`src/rtl/tmds_pkg.sv`:
```
package tmds_pkg;

    typedef enum logic [1:0] {
        PER_CTL = 2'd0,
        PER_VID = 2'd1,
        PER_ISL = 2'd2
    } period_t;

    localparam logic [9:0] GUARD_A = 10'b1011001100;
    localparam logic [9:0] GUARD_B = 10'b0100110011;

    function automatic logic [9:0] ctl_char(input logic [1:0] c);
        logic [9:0] r;
        unique case (c)
            2'b00: r = 10'b1101010100;
            2'b01: r = 10'b0010101011;
            2'b10: r = 10'b0101010100;
            default: r = 10'b1010101011;
        endcase
        return r;
    endfunction

    function automatic logic [9:0] terc4_char(input logic [3:0] n);
        logic [9:0] r;
        unique case (n)
            4'h0: r = 10'b1010011100;
            4'h1: r = 10'b1001100011;
            4'h2: r = 10'b1011100100;
            4'h3: r = 10'b1011100010;
            4'h4: r = 10'b0101110001;
            4'h5: r = 10'b0100011110;
            4'h6: r = 10'b0110001110;
            4'h7: r = 10'b0100111100;
            4'h8: r = 10'b1011001100;
            4'h9: r = 10'b0100111001;
            4'hA: r = 10'b0110011100;
            4'hB: r = 10'b1011000110;
            4'hC: r = 10'b1010001110;
            4'hD: r = 10'b1001110001;
            4'hE: r = 10'b0101100011;
            default: r = 10'b1011000011;
        endcase
        return r;
    endfunction

endpackage

```
`src/rtl/tmds_period_fsm.sv`:
```
module tmds_period_fsm
    import tmds_pkg::*;
#(
    parameter int LANES = 3
) (
    input  logic                 clk,
    input  logic                 rst_n,
    input  logic [1:0]           req_sel,
    input  logic [8*LANES-1:0]   pix_in,
    input  logic [4*LANES-1:0]   nib_in,
    input  logic [2*LANES-1:0]   ctl_in,
    input  logic                 guard_in,
    output period_t              per_q,
    output logic [8*LANES-1:0]   pix_q,
    output logic [4*LANES-1:0]   nib_q,
    output logic [2*LANES-1:0]   ctl_q,
    output logic                 guard_q,
    output logic                 ins_q
);

    period_t req_per;
    period_t per_n;
    logic    ins_n;

    // decode request and pick next state
    always_comb begin
        unique case (req_sel)
            2'd1:    req_per = PER_VID;
            2'd2:    req_per = PER_ISL;
            default: req_per = PER_CTL;
        endcase
        per_n = req_per;
        ins_n = 1'b0;
        unique case (per_q)
            PER_VID: begin
                if (req_per == PER_ISL) begin
                    per_n = PER_CTL;
                    ins_n = 1'b1;
                end
            end
            PER_ISL: begin
                if (req_per == PER_VID) begin
                    per_n = PER_CTL;
                    ins_n = 1'b1;
                end
            end
            default: ;
        endcase
    end

    // state register
    always_ff @(posedge clk or negedge rst_n) begin
        if (!rst_n) begin
            per_q <= PER_CTL;
            ins_q <= 1'b0;
        end else begin
            per_q <= per_n;
            ins_q <= ins_n;
        end
    end

    // payload register
    always_ff @(posedge clk or negedge rst_n) begin
        if (!rst_n) begin
            pix_q   <= '0;
            nib_q   <= '0;
            ctl_q   <= '0;
            guard_q <= 1'b0;
        end else begin
            pix_q   <= pix_in;
            nib_q   <= nib_in;
            ctl_q   <= ctl_in;
            guard_q <= guard_in;
        end
    end

    assert_sep_vid_R8: assert property (@(posedge clk) disable iff (!rst_n)
        (per_q == PER_VID) |=> (per_q != PER_ISL));
    assert_sep_isl_R8: assert property (@(posedge clk) disable iff (!rst_n)
        (per_q == PER_ISL) |=> (per_q != PER_VID));
    assert_insert_R8: assert property (@(posedge clk) disable iff (!rst_n)
        (per_q == PER_VID && req_sel == 2'd2) |=> (ins_q && per_q == PER_CTL));

endmodule

```
`src/rtl/tmds_lane.sv`:
```
module tmds_lane
    import tmds_pkg::*;
#(
    parameter int LANE   = 0,
    parameter int DISP_W = 6
) (
    input  logic       clk,
    input  logic       rst_n,
    input  period_t    per,
    input  logic [7:0] vdat,
    input  logic [3:0] nib,
    input  logic [1:0] ctl,
    input  logic       guard,
    output logic [9:0] char_q
);

    localparam logic [9:0] VID_GUARD = (LANE == 1) ? GUARD_B : GUARD_A;
    localparam logic signed [DISP_W-1:0] TWO = DISP_W'(2);

    logic signed [DISP_W-1:0] disp_q, disp_v, disp_n, bal;
    logic [3:0] ones_d, ones_q;
    logic [8:0] qm;
    logic       use_xnor, disp_pos, disp_neg, bal_pos, bal_neg;
    logic [9:0] vid_char, char_n;

    // transition-minimized stage and balance decision
    always_comb begin
        ones_d = '0;
        for (int i = 0; i < 8; i++) ones_d = ones_d + 4'(vdat[i]);
        use_xnor = (ones_d > 4'd4) || (ones_d == 4'd4 && !vdat[0]);
        qm[0] = vdat[0];
        for (int i = 1; i < 8; i++)
            qm[i] = use_xnor ? ~(qm[i-1] ^ vdat[i]) : (qm[i-1] ^ vdat[i]);
        qm[8] = ~use_xnor;
        ones_q = '0;
        for (int i = 0; i < 8; i++) ones_q = ones_q + 4'(qm[i]);
        bal = $signed(DISP_W'({ones_q, 1'b0})) - $signed(DISP_W'(5'd8));
        disp_neg = disp_q[DISP_W-1];
        disp_pos = !disp_neg && (disp_q != '0);
        bal_neg  = bal[DISP_W-1];
        bal_pos  = !bal_neg && (bal != '0);
        if (disp_q == '0 || bal == '0) begin
            vid_char = {~qm[8], qm[8], qm[8] ? qm[7:0] : ~qm[7:0]};
            disp_v   = qm[8] ? disp_q + bal : disp_q - bal;
        end else if ((disp_pos && bal_pos) || (disp_neg && bal_neg)) begin
            vid_char = {1'b1, qm[8], ~qm[7:0]};
            disp_v   = disp_q + (qm[8] ? TWO : '0) - bal;
        end else begin
            vid_char = {1'b0, qm[8], qm[7:0]};
            disp_v   = disp_q - (qm[8] ? '0 : TWO) + bal;
        end
    end

    // character select per period
    always_comb begin
        unique case (per)
            PER_VID: begin
                char_n = guard ? VID_GUARD : vid_char;
                disp_n = guard ? disp_q : disp_v;
            end
            PER_ISL: begin
                char_n = guard ? GUARD_B : terc4_char(nib);
                disp_n = '0;
            end
            default: begin
                char_n = ctl_char(ctl);
                disp_n = '0;
            end
        endcase
    end

    always_ff @(posedge clk or negedge rst_n) begin
        if (!rst_n) begin
            char_q <= 10'b1101010100;
            disp_q <= '0;
        end else begin
            char_q <= char_n;
            disp_q <= disp_n;
        end
    end

    assert_disp_clear_R4: assert property (@(posedge clk) disable iff (!rst_n)
        (per != PER_VID) |=> (disp_q == '0));
    assert_ctl_code_R2: assert property (@(posedge clk) disable iff (!rst_n)
        (per == PER_CTL) |=> (char_q == 10'b1101010100 || char_q == 10'b0010101011 ||
                              char_q == 10'b0101010100 || char_q == 10'b1010101011));

endmodule

```
`src/rtl/tmds_period_encoder.sv`:
```
module tmds_period_encoder
    import tmds_pkg::*;
#(
    parameter int LANES  = 3,
    parameter int DISP_W = 6
) (
    input  logic                  clk,
    input  logic                  rst_n,
    input  logic [1:0]            period_sel,
    input  logic [8*LANES-1:0]    pixel_in,
    input  logic [4*LANES-1:0]    nib_in,
    input  logic [2*LANES-1:0]    ctl_in,
    input  logic                  guard_req,
    output logic [10*LANES-1:0]   tmds_out,
    output logic                  proto_err
);

    period_t                per_s;
    logic [8*LANES-1:0]     pix_s;
    logic [4*LANES-1:0]     nib_s;
    logic [2*LANES-1:0]     ctl_s;
    logic                   guard_s;
    logic                   ins_s;

    tmds_period_fsm #(.LANES(LANES)) u_fsm (
        .clk      (clk),
        .rst_n    (rst_n),
        .req_sel  (period_sel),
        .pix_in   (pixel_in),
        .nib_in   (nib_in),
        .ctl_in   (ctl_in),
        .guard_in (guard_req),
        .per_q    (per_s),
        .pix_q    (pix_s),
        .nib_q    (nib_s),
        .ctl_q    (ctl_s),
        .guard_q  (guard_s),
        .ins_q    (ins_s)
    );

    for (genvar g = 0; g < LANES; g++) begin : g_lane
        tmds_lane #(.LANE(g), .DISP_W(DISP_W)) u_lane (
            .clk    (clk),
            .rst_n  (rst_n),
            .per    (per_s),
            .vdat   (pix_s[8*g +: 8]),
            .nib    (nib_s[4*g +: 4]),
            .ctl    (ctl_s[2*g +: 2]),
            .guard  (guard_s),
            .char_q (tmds_out[10*g +: 10])
        );
    end

    always_ff @(posedge clk or negedge rst_n) begin
        if (!rst_n) proto_err <= 1'b0;
        else        proto_err <= proto_err | ins_s;
    end

    assert_err_sticky_R8: assert property (@(posedge clk) disable iff (!rst_n)
        proto_err |=> proto_err);
    assert_err_follow_R8: assert property (@(posedge clk) disable iff (!rst_n)
        ins_s |=> proto_err);

endmodule

```
`config.mk`:
```
export PLATFORM = sky130hd
export DESIGN_NAME = tmds_period_encoder
export DESIGN_NICKNAME = d
export VERILOG_FILES = /design/src/rtl/tmds_pkg.sv /design/src/rtl/tmds_period_fsm.sv /design/src/rtl/tmds_lane.sv /design/src/rtl/tmds_period_encoder.sv
export SDC_FILE = /design/constraint.sdc
export NUM_CORES = 1
export LEC_CHECK = 0
export BUFFER_PORTS_ARGS = -buffer_cell sky130_fd_sc_hd__buf_2
export CORE_MARGIN = 2
export CORE_UTILIZATION = 45
export DETAILED_ROUTE_END_ITERATION = 12
export GPL_TIMING_DRIVEN = 0
export PLACE_DENSITY_LB_ADDON = 0.3
export SETUP_SLACK_MARGIN = 0.2
export SLEW_MARGIN = 15
export SYNTH_ARGS = -nofsm -noshare
export SYNTH_HDL_FRONTEND = slang
export SYNTH_HIERARCHICAL = 1
export SYNTH_SLANG_ARGS = --single-unit
```
`constraint.sdc`:
```
create_clock -name clk -period 13.5 [get_ports clk]
set_input_delay 0.675 -clock clk [delete_from_list [all_inputs] [get_ports clk]]
set_output_delay 0.675 -clock clk [all_outputs]
set_load 0.1 [all_outputs]
```
==> results.py, run 1 <==
metrics = {
    "outcome": {
        "status": "complete, no violations",
    },
    "die": {
        "initial_core_util_pct": 46.22,
        "die_w_um": 143.1,
        "die_area_um2": 20470,
        "core_area_um2": 18830,
        "die_y_um": 143.1,
        "io_pins": 78,
        "rows": 50,
    },
    "cells_and_area": {
        "stdcell_count": 1227,
        "final_common_cell": "inv_1",
        "area_delta_synth_final_pct": 12.22,
        "antennaDiodeCount": 0,
        "nNetsFinal": 1167,
        "final_cell_mix": "inv_1, ha_1, dfrtp_1, buf_2, xnor2_1",
        "multi_input_area_um2": 5777,
        "drive_above_1_share_pct": 15.41,
        "fillers": 1723,
        "ff_latch_area_um2": 2321,
    },
    "synthesis": {
        "yosysWarnings": 6,
        "syn-num-nets": 1077,
        "syn_area_um2": 8703,
        "synth_area_per_cell_um2": 9.981,
        "synthXorXnorAreaFrac_pct": 12.78,
        "synth_top_flop_cell": "dfrtp_1",
        "ys_seq_area_share_pct": 26.67,
        "syn_inst": 872,
        "synthAdderAreaFrac_pct": 26.34,
        "yosys_register_bits": 92,
        "synth-edff-count": 0,
        "synth_top_family_by_area": "adder cells",
        "ys_types": 72,
        "synth-simple-area-share_pct": 7.591,
        "synth-compound-area-share_pct": 17.17,
        "synthArstFlopShare_pct": 100.0,
        "muxShareOfSynthArea_pct": 2.501,
    },
    "global_route": {
        "grt_pass1_vias": 6424,
        "grt_usage_pct": 18.86,
        "antenna_found_initial": 0,
        "grt_first_pass_wirelength_um": 30840,
        "gr-total-overflow": 0,
        "grt_max_degree": 37,
    },
    "place": {
        "dp_hpwl_um": 14510,
        "dp.cells": 1211,
        "io_buffer_count": 77,
        "gp_congestion": 0.8773,
        "place_ws_ps": 5193,
    },
    "cts": {
        "clock_path_buffers": 2,
        "cts-buffers-inserted": 9,
        "root_buffer": "clkbuf_16",
        "clk_pin_slew_worst_paths_ps": 70,
        "ctsResizeCount": 0,
        "postCtsHoldBufs": 0,
        "post_cts_buffers": 0,
        "clock-sinks": 92,
        "cts_tree": "yes",
        "htreeDepth": 3,
        "worstSkewPairLatency_ps": 360,
    },
    "setup_path": {
        "slowest_stage": "fa_1",
        "cp.depth": 29,
        "cp_top_family": "adder cells",
        "crit_buf_inv": 6,
        "cp.required_ps": 13740,
        "r2r_cells": 29,
        "path_max_fanout": 7,
        "cp.arrival_ps": 8590,
        "crit_type": "reg -> reg",
        "endpoint_kind": "flip-flop",
        "slowest_delay_ps": 550,
        "start_kind": "flip-flop",
        "cpMostUsedCell": "fa_1",
    },
    "sta": {
        "relSlewSlack_pct": 60.25,
        "tightest_slew_ps": 594.0,
        "hold_viol_final": 0,
        "fin_tns_setup_ps": 0,
        "fmax_mhz": 119.8,
        "fin_crit_sh_pct": 61.83,
        "fin_skew_ps": 9.511,
        "slew_violations": 0,
        "rsz0062_at_grt": "no",
        "setup_viol": 0,
        "setup_ws_ps": 5153,
        "layout_min_cycle_time_ps": 8347,
        "whs_ps": 227.7,
    },
    "routing": {
        "detail-route-antenna-nets": 0,
        "routedWlPerCell_um": 14.66,
        "drt_first_pass_iters": 5,
        "wirelength_um": 17980,
        "viasPerCell": 5.187,
        "drt_iter0_markers": 292,
        "vias": 6365,
        "route.detailed.drc": 0,
    },
    "run": {
        "cap_violations": 0,
    },
    "min_path": {
        "hp-class": "in -> async",
    },
}
==> worst paths after layout <==
check / startpoint / end / slack [ps]
setup / recovery: u_fsm/pix_q[10] / g_lane[1].u_lane/disp_q[5] / 5150
hold reg to reg: u_fsm/ins_q / proto_err / 430
hold / removal: rst_n / u_fsm/pix_q[19] / 230
setup reg to reg: u_fsm/pix_q[10] / g_lane[1].u_lane/disp_q[5] / 5150
min in group clk: pixel_in[20] / u_fsm/pix_q[20] / 420
max in group asynchronous: rst_n / g_lane[1].u_lane/char_q[9] / 12460
==> state kept, by name, summed over array words and instances, names as in the netlist <==
name	count
g_lane.u_lane/char_q	30
g_lane.u_lane/disp_q	15
proto_err	1
u_fsm/ctl_q	6
u_fsm/guard_q	1
u_fsm/ins_q	1
u_fsm/nib_q	12
u_fsm/per_q	2
u_fsm/pix_q	24
==> final cells by class <==
type                       instances  share of cell area (%)
inverter                         131                   5.035
clock buffer                      10                   2.447
clock inverter                     6                  0.7302
sequential                        92                   23.76
tap                              260                   3.331
buffer                            19                   1.166
multi-input combinational        630                   59.15
timing repair buffer              79                   4.381
==> metal layers <==
| layer | part of all wire [%] | GRT usage (%) |
|---|---|---|
| met5 | 0 | 0 |
| met4 | 1.5 | 6.201 |
| met3 | 3.0 | 2.213 |
| met2 | 49 | 31.50 |
| met1 | 47 | 25.53 |
==> synth_stat cells (all sizes together) (3+ instances only) <==
library cell	number	area, um2
inv	130	488.0
ha	116	1451
dfrtp	77	1927
xnor2	75	716.9
a21oi	58	301.5
nor2	48	180.2
nand2	45	173.9
fa	42	840.8
o21ai	32	163.9
xor2	25	275.3
a21o	22	165.2
a211oi	20	150.1
mux2i	18	217.7
clkbuf	15	76.33
dfstp	15	394.1
o211ai	14	105.1
o221ai	14	128.9
nand2b	12	75.07
a31oi	10	107.6
nor3b	8	65.06
o22ai	8	50.05
a21boi	4	30.03
a311oi	4	35.03
nand3	4	20.02
nor3	4	20.02
o21bai	4	52.55
and3	3	18.77
buf	3	27.52
or4	3	33.78
xnor3	3	70.07
==> stage by stage <==
step                util [%]  instance area [um2]
floorplan                  -                 8703
global placement       49.99                 9414
detailed placement     50.22                 9457
CTS                    51.87                 9767
finish                 51.87                 9767
global route           51.87                 9767
==> cells by family (layout without fill, tap and decap cells) <==
group           count (synthesis)  after routing
simple gates                  137            137
flops                          92             92
fa+ha+maj                     158            158
xor+xnor                      105            105
buf+inv                       150            245
mux                            18             18
compound gates                212            212
Power of run 1 is not shown: default switching activity piles up to over one toggle a cycle in this logic, so the estimate is an artifact.
==> run 2: changes to the inputs <==
ABC_AREA = 1   (was default)
clock period = 7.6 ns   (was 13.5 ns; I/O delays follow)
==> results.py, run 2 <==
metrics = {
    "outcome": {
        "status": "finished, violations left",
        "violations": "hold timing",
    },
    "die": {
        "die_w_um": 146.2,
        "io_pins": 78,
        "die_area_um2": 21390,
        "initial_core_util_pct": 45.44,
        "core_area_um2": 20040,
        "rows": 52,
        "die_y_um": 146.2,
    },
    "routing": {
        "vias": 7974,
        "detail-route-antenna-nets": 0,
        "wirelength_um": 21800,
        "route.detailed.drc": 0,
        "drt_first_pass_iters": 5,
        "drt_iter0_markers": 379,
        "routedWlPerCell_um": 14.06,
        "viasPerCell": 5.145,
    },
    "global_route": {
        "grt_usage_pct": 20.73,
        "grt_max_degree": 56,
        "grt_first_pass_wirelength_um": 36550,
        "antenna_found_initial": 0,
        "grt_pass1_vias": 7934,
        "gr-total-overflow": 0,
    },
    "setup_path": {
        "slowest_stage": "fa_1",
        "reg2reg_slack_ps": 430,
        "start_kind": "flip-flop",
        "crit_buf_inv": 8,
        "cp.arrival_ps": 7410,
        "r2r_cells": 35,
        "endpoint_kind": "flip-flop",
        "crit_type": "reg -> reg",
        "slowest_delay_ps": 530,
        "cp.required_ps": 7830,
        "cp.depth": 35,
        "cp_top_family": "adder cells",
        "path_max_fanout": 5,
        "cpMostUsedCell": "fa_1",
    },
    "synthesis": {
        "synth_most_common_cell": "nand2_1",
        "synthArstFlopShare_pct": 100.0,
        "synth-edff-count": 0,
        "synth_commonest_cells": "nand2_1, inv_1, ha_1, o21ai_0, dfrtp_1",
        "syn-num-nets": 1356,
        "yosysTopAreaCellShare_pct": 21.16,
        "yosysWarnings": 6,
        "syn_area_um2": 9105,
        "synth_top_flop_cell": "dfrtp_1",
        "ys_types": 48,
        "synth.area.top_cells": "dfrtp_1, ha_1, fa_1, nand2_1, inv_1",
        "syn_inst": 1151,
        "ys_seq_area_share_pct": 25.49,
        "yosys_register_bits": 92,
        "synth_area_per_cell_um2": 7.910,
        "synth_top_area_cell": "dfrtp_1",
    },
    "cts": {
        "cts_tree": "yes",
        "root_buffer": "clkbuf_16",
        "cts-buffers-inserted": 9,
        "clk_pin_slew_worst_paths_ps": 70,
        "worstSkewPairLatency_ps": 350,
        "postCtsHoldBufs": 0,
        "htreeDepth": 3,
        "clock-sinks": 92,
        "clock_path_buffers": 2,
    },
    "cells_and_area": {
        "stdcell_count": 1550,
        "largest_reg_flops": 30,
        "area_delta_synth_final_pct": 19.18,
        "largest_register": "g_lane.u_lane/char_q",
        "fin_area_um2": 10850,
        "antennaDiodeCount": 0,
        "final_cell_mix": "nand2_1, inv_1, ha_1",
        "nNetsFinal": 1480,
        "drive_above_1_share_pct": 25.00,
        "top_regs": "g_lane.u_lane/char_q: 30 flops, u_fsm/pix_q: 24 flops, g_lane.u_lane/disp_q: 15 flops",
        "final_common_cell": "nand2_1",
    },
    "place": {
        "gp_congestion": 0.9628,
        "dp_hpwl_um": 16840,
        "io_buffer_count": 77,
        "place_area_um2": 9858,
        "dp.cells": 1499,
    },
    "sta": {
        "fin_skew_ps": 10.66,
        "rsz0062_at_grt": "yes",
        "relSlewSlack_pct": 49.20,
        "whs_ps": -10.38,
        "slew_violations": 0,
        "fin_tns_setup_ps": 0,
        "hold_viol_final": 7,
        "fmax_mhz": 139.4,
        "tightest_slew_ps": 754.1,
        "layout_min_cycle_time_ps": 7173,
        "fin_crit_sh_pct": 94.38,
        "setup_viol": 0,
    },
    "run": {
        "cap_violations": 0,
    },
    "min_path": {
        "hp-class": "in -> async",
    },
}
==> run 2: cell count changes in the layout (fill, tap and decap cells not counted), sizes merged, moves of 18 or more <==
| cell | delta |
|---|---|
| o21ai | +66 |
| a211oi | -18 |
| nand2 | +220 |
| nand3 | +91 |
| mux2i | -18 |
| inv | +77 |
| buf | +36 |
| xnor2 | -66 |
==> run 2: what timing repair did <==
item / in CTS / in global routing
setup buffers: 13 / 22
resized for setup: 56 / 71
pin swaps: 18 / 44
endpoints found under the setup margin: 42 / 42
==> run 2: worst paths after layout <==
kind                                 startpoint                    endpoint
worst max-delay path            u_fsm/pix_q[13]  g_lane[1].u_lane/disp_q[5]
worst min-delay path                      rst_n             u_fsm/pix_q[20]
worst max register to register  u_fsm/pix_q[13]  g_lane[1].u_lane/disp_q[5]
worst min register to register      u_fsm/ins_q                   proto_err
max in group asynchronous                 rst_n  g_lane[1].u_lane/char_q[4]
min in group clk                   pixel_in[15]             u_fsm/pix_q[15]
==> run 2: cell families (layout without fill, tap and decap cells) <==
| kind of cell | Yosys count | in the layout | share of synthesized area, % |
|---|---|---|---|
| flops | 92 | 92 | 25.49 |
| xor+xnor | 35 | 35 | 3.367 |
| compound gates | 206 | 206 | 13.27 |
| simple gates | 442 | 442 | 23.36 |
| fa+ha+maj | 158 | 158 | 25.18 |
| buf+inv | 218 | 347 | 9.331 |
==> run 2: worst register-to-register path, delay by kind of cell, from the launching register on <==
kind / cells / cell delay, ps
fa+ha+maj: 12 / 4710
compound gates: 3 / 330
buf+inv: 8 / 420
flops: 1 / 440
xor+xnor: 1 / 170
simple gates: 11 / 990
==> run 2: final cells by class <==
cell class,instances,area (um2)
clock inverter,5,60.06
sequential,92,2321
tap,270,337.8
fill,1909,9188
buffer,10,101.3
clock buffer,11,232.7
multi-input combinational,841,6327
timing repair buffer,113,678.2
inverter,208,793.3
==> run 2: per-layer routing <==
| metal | wire (um) | GRT usage [%] | vias to the layer above |
|---|---|---|---|
| met2 | 10690 | 36.04 | 233 |
| met4 | 654 | 7.087 | 0 |
| met1 | 9407 | 25.81 | 3717 |
| met5 | 0 | 0 | - |
| li1 | - | - | 3963 |
| met3 | 1044 | 4.063 | 61 |
==> run 2: metrics by stage <==
| step | setup slack (ps) | util, % | hold slack, ps |
|---|---|---|---|
| floorplan | 227.5 | - | 84.41 |
| global placement | -707.0 | 49.04 | 412.2 |
| detailed placement | -833.2 | 49.19 | 381.7 |
| CTS | 200.8 | 52.17 | 1.815 |
| global route | 99.12 | 54.15 | 20.32 |
| finish | 427.0 | 54.15 | -10.38 |
Power of run 2 is left out for the same reason.
